### src/rtl/edo_pkg.sv
package edo_pkg;
    localparam int LANE_W = 8;
    localparam int LANES  = 2;
    localparam int DATA_W = LANE_W * LANES;

    typedef struct packed {
        logic             ras_n;
        logic [LANES-1:0] cas_n;   // [1] upper lane, [0] lower lane
        logic             we_n;
        logic             oe_n;
    } strobe_t;

    localparam strobe_t STROBE_IDLE = strobe_t'('1);

    typedef enum logic [1:0] {
        CYC_IDLE = 2'd0,
        CYC_ROW  = 2'd1,
        CYC_CBR  = 2'd2
    } cyc_state_e;

    typedef struct packed {
        logic             en;
        logic             wr;
        logic [LANES-1:0] lanes;
    } col_access_t;

    function automatic logic [DATA_W-1:0] lane_bits(input logic [LANES-1:0] sel);
        logic [DATA_W-1:0] m;
        for (int l = 0; l < LANES; l++) begin
            m[l*LANE_W +: LANE_W] = {LANE_W{sel[l]}};
        end
        return m;
    endfunction
endpackage

### src/rtl/edo_cycle_fsm.sv
module edo_cycle_fsm
    import edo_pkg::*;
#(
    parameter int ADDR_W = 8,
    parameter int ROW_W  = 8,
    parameter int COL_W  = 3,
    localparam int IDX_W = ROW_W + COL_W
) (
    input  logic              clk,
    input  logic              rst,
    input  strobe_t           cur_i,
    input  logic [ADDR_W-1:0] addr_i,
    input  logic              ras_fall_i,
    input  logic              ras_rise_i,
    input  logic [LANES-1:0]  cas_fall_i,
    input  logic              cas_pre_low_i,
    output col_access_t       acc_o,
    output logic [IDX_W-1:0]  idx_o,
    output logic              mark_en_o,
    output logic [ROW_W-1:0]  mark_row_o
);
    cyc_state_e       state;
    logic [ROW_W-1:0] open_row;
    logic [ROW_W-1:0] ref_cnt;

    always_ff @(posedge clk) begin
        if (rst) begin
            state    <= CYC_IDLE;
            open_row <= '0;
            ref_cnt  <= '0;
        end else if (ras_fall_i) begin
            if (cas_pre_low_i) begin
                state   <= CYC_CBR;
                ref_cnt <= ref_cnt + 1'b1;
            end else begin
                state    <= CYC_ROW;
                open_row <= addr_i[ROW_W-1:0];
            end
        end else if (ras_rise_i) begin
            state <= CYC_IDLE;
        end
    end

    always_comb begin
        acc_o.en    = (state == CYC_ROW) && !cur_i.ras_n && (|cas_fall_i);
        acc_o.wr    = !cur_i.we_n;
        acc_o.lanes = ~cur_i.cas_n;
        idx_o       = {open_row, addr_i[COL_W-1:0]};
        mark_en_o   = ras_fall_i;
        mark_row_o  = cas_pre_low_i ? ref_cnt : addr_i[ROW_W-1:0];
    end

    // a rising row strobe always leaves the row closed
    p_ras_rise_idle_r1: assert property (@(posedge clk) disable iff (rst)
        ras_rise_i |=> state == CYC_IDLE)
        else $error("row not closed after row strobe rise");

    // each counter refresh advances the counter by one, with wrap
    p_cbr_count_r8: assert property (@(posedge clk) disable iff (rst)
        (ras_fall_i && cas_pre_low_i) |=> ref_cnt == ROW_W'($past(ref_cnt) + 1'b1))
        else $error("refresh counter step wrong");
endmodule

### config.mk
export PLATFORM = sky130hd
export DESIGN_NAME = edo_cycle_fsm
export DESIGN_NICKNAME = d
export VERILOG_FILES = /design/src/rtl/edo_pkg.sv /design/src/rtl/edo_cycle_fsm.sv
export SDC_FILE = /design/constraint.sdc
export NUM_CORES = 1
export LEC_CHECK = 0
export ABC_AREA = 1
export BUFFER_PORTS_ARGS = -buffer_cell sky130_fd_sc_hd__buf_2
export CAP_MARGIN = 10
export CORE_MARGIN = 2
export CORE_UTILIZATION = 40
export CTS_CLUSTER_DIAMETER = 150
export DETAILED_ROUTE_END_ITERATION = 8
export PLACE_DENSITY = 0.82
export SYNTH_ARGS = -nofsm -noshare
export SYNTH_HDL_FRONTEND = slang
export SYNTH_SLANG_ARGS = --single-unit
### constraint.sdc
create_clock -name clk -period 1.1 [get_ports clk]
set_clock_uncertainty 0.15 [all_clocks]
set_input_delay 0.165 -clock clk [delete_from_list [all_inputs] [get_ports clk]]
set_output_delay 0.165 -clock clk [all_outputs]
set_load 0.03 [all_outputs]
# After elaboration in Yosys (flattened, before gate mapping)
# Cells that the tools add are included.
# W data, S select, Z words.
dict set report totals {
  wordCells 19
  reg_bits 18
  input_bits 20
  out_inout_bits 24
}
dict set report classes {
  n_reduce_logical 8
  addsub 1
  bitwise_logic 2
  eq_ne 1
  mux 4
}
# cell count
set ops {}
lappend ops {{$add A8 B1 Y8 const B} 1}
lappend ops {{$mux W8} 1}
lappend ops {{$mux W2} 3}
lappend ops {{$reduce_and A2 Y1} 2}
lappend ops {{$eq A2 B1 Y1 const B} 1}
lappend ops {{$logic_and A1 B1 Y1} 2}
lappend ops {{$logic_not A1 Y1} 2}
lappend ops {{$not A2 Y2} 1}
lappend ops {{$reduce_bool A2 Y1} 1}
lappend ops {{$reduce_or A2 Y1} 1}
lappend ops {{$not A1 Y1} 1}

# Depth between registers and ports, before layout
# Gate-level depths: netlist of run 1.
dict set report logic_depth {
  depth_word 3
  depth_mapped 7
  mapped_depth_nobuf 7
}

# Least setup slack after synthesis of run 1
# No wires, ideal clock.
dict set report synth_path {
  path_kind {reg2out}
  startpoint {register state[1]}
  endpoint {output port acc_o[3] in the netlist's numbering}
  n_path_buf 0
  setup_slack_ns -0.583
  arrival_time_ns 1.368
  stages_incl_launch_ff 2
  required_ns 0.785
  cell_sequence {dfxtp_1 nor4b_1}
}
# item line
set synth_rtl {}
lappend synth_rtl {{start, declared} edo_cycle_fsm.sv:22} ;# cyc_state_e state;
lappend synth_rtl {{start signal, assigned} edo_cycle_fsm.sv:28} ;# state <= CYC_IDLE;
lappend synth_rtl {{start signal, assigned} edo_cycle_fsm.sv:33} ;# state <= CYC_CBR;
lappend synth_rtl {{start signal, assigned} edo_cycle_fsm.sv:36} ;# state <= CYC_ROW;
lappend synth_rtl {{end, declared} edo_cycle_fsm.sv:17} ;# output col_access_t acc_o,

==> results of run 1 <==
-- metrics by stage --
step	hold slack, ns	util, %
finish	0.0743	78.9
detailed placement	0.303	56.1
global route	0.0672	78.9
CTS	0.0103	74.9
global placement	0.295	56.1
floorplan	0.170	-
-- layout by cell type, fill, tap and decap left out, drive strengths merged --
cell         count
buf             67
nand2           40
dfxtp           18
inv             18
nand3           16
a21oi           15
nor2            12
dlygate4sd3     10
o21ai            5
clkbuf           4
nor4b            1
nand4            1
o21a             1
ha               1
-- critical path, delay by kind of cell, from the launching register on --
| kind | cells | cell delay (ns) |
|---|---|---|
| flops | 1 | 0.36 |
| simple gates | 1 | 0.31 |
| buf+inv | 1 | 0.22 |
-- power breakdown --
group	internal, W	switching (W)
clock	0.000202	0.000222
combinational	0.000223	0.000282
sequential	0.000674	0.0000224
total	0.00110	0.000527
-- cell type report --
class,instances,area [sq um],share of cell area [%]
clock buffer,4,36.3,2.10
sequential,18,387,22.4
inverter,18,70.1,4.05
multi-input combinational,92,561,32.4
timing repair buffer,77,641,37.0
tap,28,35.0,2.03
-- state kept, by name (all words and copies together) (netlist names) --
| name | flops |
|---|---|
| state | 2 |
| open_row | 8 |
| ref_cnt | 8 |
-- routing by layer --
| metal | up-vias | track usage (%) | wire (microns) |
|---|---|---|---|
| li1 | 574 | - | - |
| met1 | 607 | 30.8 | 1630 |
| met2 | 119 | 54.3 | 2050 |
| met3 | 18 | 7.76 | 567 |
| met4 | 0 | 11.4 | 119 |
| met5 | - | 0 | 0 |
-- worst paths after layout --
path / start / to / slack (ns) / cells after the start
hold reg to reg: open_row[5] / open_row[5] / 0.35 / 2
setup reg to reg: ref_cnt[0] / ref_cnt[6] / -0.20 / 8
hold / removal: rst / open_row[6] / 0.07 / 3
setup / recovery: state[1] / acc_o[3] / -0.41 / 2
-- kinds of logic (layout without fill, tap and decap cells) --
kind of cell	Yosys count	in the layout
flip-flops	18	18
adder cells (fa/ha/maj)	1	1
AND/OR/NAND/NOR	70	70
buffers and inverters	27	99
AO/OA/AOI/OAI	21	21
-- timing repair --
| action | CTS | global route |
|---|---|---|
| setup endpoints to repair | 24 | 24 |
| gates resized for setup | 74 | 9 |
| hold endpoints to repair | 10 | 1 |
| hold buffers | 9 | 1 |
| setup buffers | 12 | 5 |
| pin swaps | 16 | 9 |
==> impl_results.md, run 1 <==
* Status: complete, but fails checks
* Violated checks: negative setup slack
* Cells after synthesis at 137
* RSZ-0062 raised after global routing: true
* Vias in the first global route at 1262
* Tightest Pin Transition at 0.304 ns
* Crit-path max cell delay at 0.36 ns
* Xor and xnor area share after synthesis at 0%
* Max_slew headroom at 79.7%
* WL per Instance at 18.4 microns
* PortBufs at 42
* Max Root-Sink Buffers at 2
* Largest family of logic cells by synthesized area: simple AND/OR/NAND/NOR gates
* Synth top area cells: dfxtp_1 40%, nand2_1 16%, nand3_1 8.8%
* Final nets at 231
* Crit Path Class: register to output port
* P per Cell Area at 941 nW/um^2
* Synth-to-layout area growth at 90.1%
* Rows at 17
* Initial antenna violation count at 0
* Effective utilization at floorplan at 41.5%
* Post-synth EDFFs at 0
* DRC viols at 0
* Final Max Slew Viols at 0
* Final setup viols at 19
* Worst Setup End Kind: output port
* Fmax at 663 MHz
* Synth top area share at 39.6%
* Initial drt markers at 90
* Crit path required time at 0.78 ns
* Ant. Diodes at 0
* Adder-Cell Fraction of Synth Area at 1.38%
* Vias at 1318
* Total GRT Usage at 29.1%
* Crit path cell chain: nor4b_4 -> buf_4
* Minimum clock period at 1.51 ns
* Top-Level Pins at 44
* Routed via count divided by cell count at 5.56
* Final worst slack at -0.408 ns
* Fraction of registers with async set or reset after synthesis at 0%
* Top post-synthesis cells by count: 39 x nand2_1, 18 x dfxtp_1, 18 x inv_1, 16 x nand3_1, 15 x a21oi_1
* Post-route insts no fill at 237
* Clk root buf: clkbuf_4
* Share of the yosys chip area belonging to registers at 39.6%
* Final WL at 4370 microns
* Main synth FF type: dfxtp_1
* Die area at 2670 sq um
* Routability cong. at 0.733
* Worst skew pair latency at 0.30 ns
* Final hold violation count at 0
* GRT overflow at 0
* Placed inst area at 1230 sq um
* First-pass GRT wire length at 5660 microns
* Post-synthesis compound-gate area fraction at 11.8%
* Startpoint Class: register
* Final instance area at 1730 sq um
* Placed cell count at 206
* Max-Cap Viols at 0
* Largest net degree at the start of global routing at 19
* Dominant cell by count in the synthesized netlist: nand2_1
* Synth Area in Simple Gates at 33.3%
* Post-synthesis register bit count at 18
* Worst slack, placed at -0.108 ns
* Worst-path clk slew at 0.11 ns
* Final TNS setup at -2.76 ns
* Final Power at 0.00163 W
* Share of cells above drive strength 1 at 56.5%
* Crit Path Max Fanout at 2
* Fillcell total at 120
* Core footprint at 2190 sq um
* Leak at 0.840 nW
* Antenna viol nets, final at 0
* Critical-path top delay cell: dfxtp_2
* Pre-antenna DRT Iters at 4
* Die W at 51.7 microns
* TritonCTS Buffers at 3
* CTS tree: yes
* Multiplexer area fraction after synthesis at 0%
* Synthesized area per cell at 6.64 sq um
* Area leader, netlist: dfxtp_1
* Worst Hold Class: input port to register
* Synthesized area at 910 sq um
* Yosys warnings at 0
* CP arrival at 1.19 ns
* Post-synthesis cell type count at 17
* Final period util at 137%
* VDD IR-drop max at 0.574 mV
* H-tree levels at 1
* # clock sinks at 18
* Post-synthesis net count at 158
* Die height at 51.7 microns
* Hpwl dp at 1700 microns
(Power assumes the default switching activity.)
==> run 2, diff against run 1 <==
--- a/config.mk
+++ b/config.mk
@@ -12,7 +12,7 @@
 export CORE_UTILIZATION = 40
 export CTS_CLUSTER_DIAMETER = 150
 export DETAILED_ROUTE_END_ITERATION = 8
-export PLACE_DENSITY = 0.82
+export PLACE_DENSITY = 0.74
 export SYNTH_ARGS = -nofsm -noshare
 export SYNTH_HDL_FRONTEND = slang
 export SYNTH_SLANG_ARGS = --single-unit
==> impl_results.md, run 2 (same netlist as run 1, synthesis figures left out) <==
* Vias in the first global route at 970 (-23%)
* Final setup viols at 23 (+4)
* Final nets at 222 (-3.9%)
* Worst Setup End Kind: output port
* Final Max Slew Viols at 0 (unchanged)
* DRC viols at 0 (unchanged)
* Leading cell type in the layout, fill and taps excluded: nand2_1
* Die W at 51.7 microns (unchanged)
* Leak at 0.786 nW (-6.4%)
* Die area at 2670 sq um (unchanged)
* Routed via count divided by cell count at 5.14 (-7.5%)
* RSZ-0062 raised after global routing: true
* First-pass GRT wire length at 4430 microns (-22%)
* Violated checks: negative setup slack
* PortBufs at 42 (unchanged)
* Antenna viol nets, final at 0 (unchanged)
* Vias at 1173 (-11%)
* Initial antenna violation count at 0 (unchanged)
* Final instance area at 1640 sq um (-5.0%)
* Pre-antenna DRT Iters at 5 (+1)
* Worst Hold Class: input port to register
* Max-Cap Viols at 0 (unchanged)
* Final hold violation count at 0 (unchanged)
* Worst slack, placed at -0.126 ns (-0.0180 ns)
* Total GRT Usage at 23.3% (-5.9 points)
* Biggest regs: open_row (8), ref_cnt (8), state (2)
* P per Cell Area at 965 nW/um^2 (+2.6%)
* Clk root buf: clkbuf_4
* Effective utilization at floorplan at 41.5% (unchanged)
* Share of cells above drive strength 1 at 56.5% (about the same)
* Largest net degree at the start of global routing at 22 (+3)
* Max_slew headroom at 77.3% (-2.3 points)
* Most frequent cells in the layout: 29 x nand2_1, 25 x buf_2, 21 x buf_6
* GRT overflow at 0 (unchanged)
* Tightest Pin Transition at 0.339 ns (+0.0346 ns)
* Die height at 51.7 microns (unchanged)
* Final WL at 3480 microns (-20%)
* Crit path required time at 0.78 ns (about the same)
* Top-Level Pins at 44 (unchanged)
* Minimum clock period at 1.47 ns (-0.0350 ns)
* Worst-path clk slew at 0.12 ns (about the same)
* Crit Path Class: register to output port
* Final period util at 134% (-3.2 points)
* Initial drt markers at 43 (-52%)
* Final worst slack at -0.373 ns (+0.0350 ns)
* Fillcell total at 132 (+10%)
* Routability cong. at 0.804 (+9.7%)
* TritonCTS Buffers at 3 (unchanged)
* Crit Path Max Fanout at 2 (unchanged)
* Fmax at 679 MHz (+2.4%)
* Rows at 17 (unchanged)
* WL per Instance at 15.3 microns (-17%)
* Synth-to-layout area growth at 80.6%
* # clock sinks at 18 (unchanged)
* Max Root-Sink Buffers at 2 (unchanged)
* Startpoint Class: register
* Placed inst area at 1190 sq um (-2.9%)
* Hpwl dp at 1670 microns (-1.8%)
* CTS tree: yes
* Status: complete, but fails checks
* H-tree levels at 1 (unchanged)
* CP arrival at 1.16 ns (-0.03 ns)
* Ant. Diodes at 0 (unchanged)
* Worst skew pair latency at 0.32 ns (+0.02 ns)
* VDD IR-drop max at 0.777 mV (+36%)
* Final Power at 0.00159 W (-2.5%)
* Core footprint at 2190 sq um (unchanged)
[run 2: changes by cell type in the layout (fill, tap and decap cells not counted), moves of 2 or more]
| cell | delta |
|---|---|
| o21ai_2 | +2 |
| o21ai_4 | -2 |
| inv_2 | +2 |
| nand2_2 | +2 |
| buf_4 | -8 |
[run 2: what timing repair did]
item	in CTS	in global routing
setup endpoints to repair	23	24
gates resized for setup	77	7
hold buffers	9	0
buffers inserted	9	3
pin swaps	14	6
gates cloned	0	0
hold endpoints to repair	10	0
[run 2: worst paths after layout]
kind,from,to,slack (ns),cells past startpoint
worst min-delay path,rst,open_row[4],0.02,2
worst max register to register,ref_cnt[1],ref_cnt[6],-0.22,7
worst max-delay path,state[0],acc_o[3],-0.37,2
worst min register to register,open_row[0],open_row[0],0.33,2
[run 2: final cells by class]
| class | instances | area (sq um) | area share (%) |
|---|---|---|---|
| inverters | 18 | 67.6 | 4.11 |
| multi-input cells | 92 | 556 | 33.8 |
| repair buffers | 68 | 562 | 34.2 |
| clock buffers | 4 | 36.3 | 2.21 |
| well taps | 28 | 35.0 | 2.13 |
| flip-flops and latches | 18 | 387 | 23.5 |
[run 2: power breakdown]
part | switching (W) | total, W | internal [W]
clock network | 0.000242 | 0.000445 | 0.000203
registers | 0.0000197 | 0.000693 | 0.000673
logic | 0.000253 | 0.000448 | 0.000195
[run 2: layer usage]
layer	track usage [%]	vias up	routed length, microns
met5	0	-	0
met4	13.2	0	110
met3	2.87	9	229
met2	43.6	58	1780
met1	24.8	553	1360
li1	-	553	-
[run 2: worst max-delay path: stages, from the launching register on]
cell     delay, ns
dfxtp_1       0.40
nor4b_4       0.27
buf_6         0.18
[run 2: stage by stage]
stage | setup TNS, ns | hold slack (ns) | util, % | std cells
after floorplan | -0.104 | 0.170 | - | 137
after global placement | -1.16 | 0.298 | 54.5 | 203
after detailed placement | -1.71 | 0.299 | 54.5 | 203
after CTS | -1.94 | 0.0272 | 72.9 | 225
after global routing | -3.41 | 0.0437 | 75.0 | 228
final | -2.76 | 0.0154 | 75.0 | 228
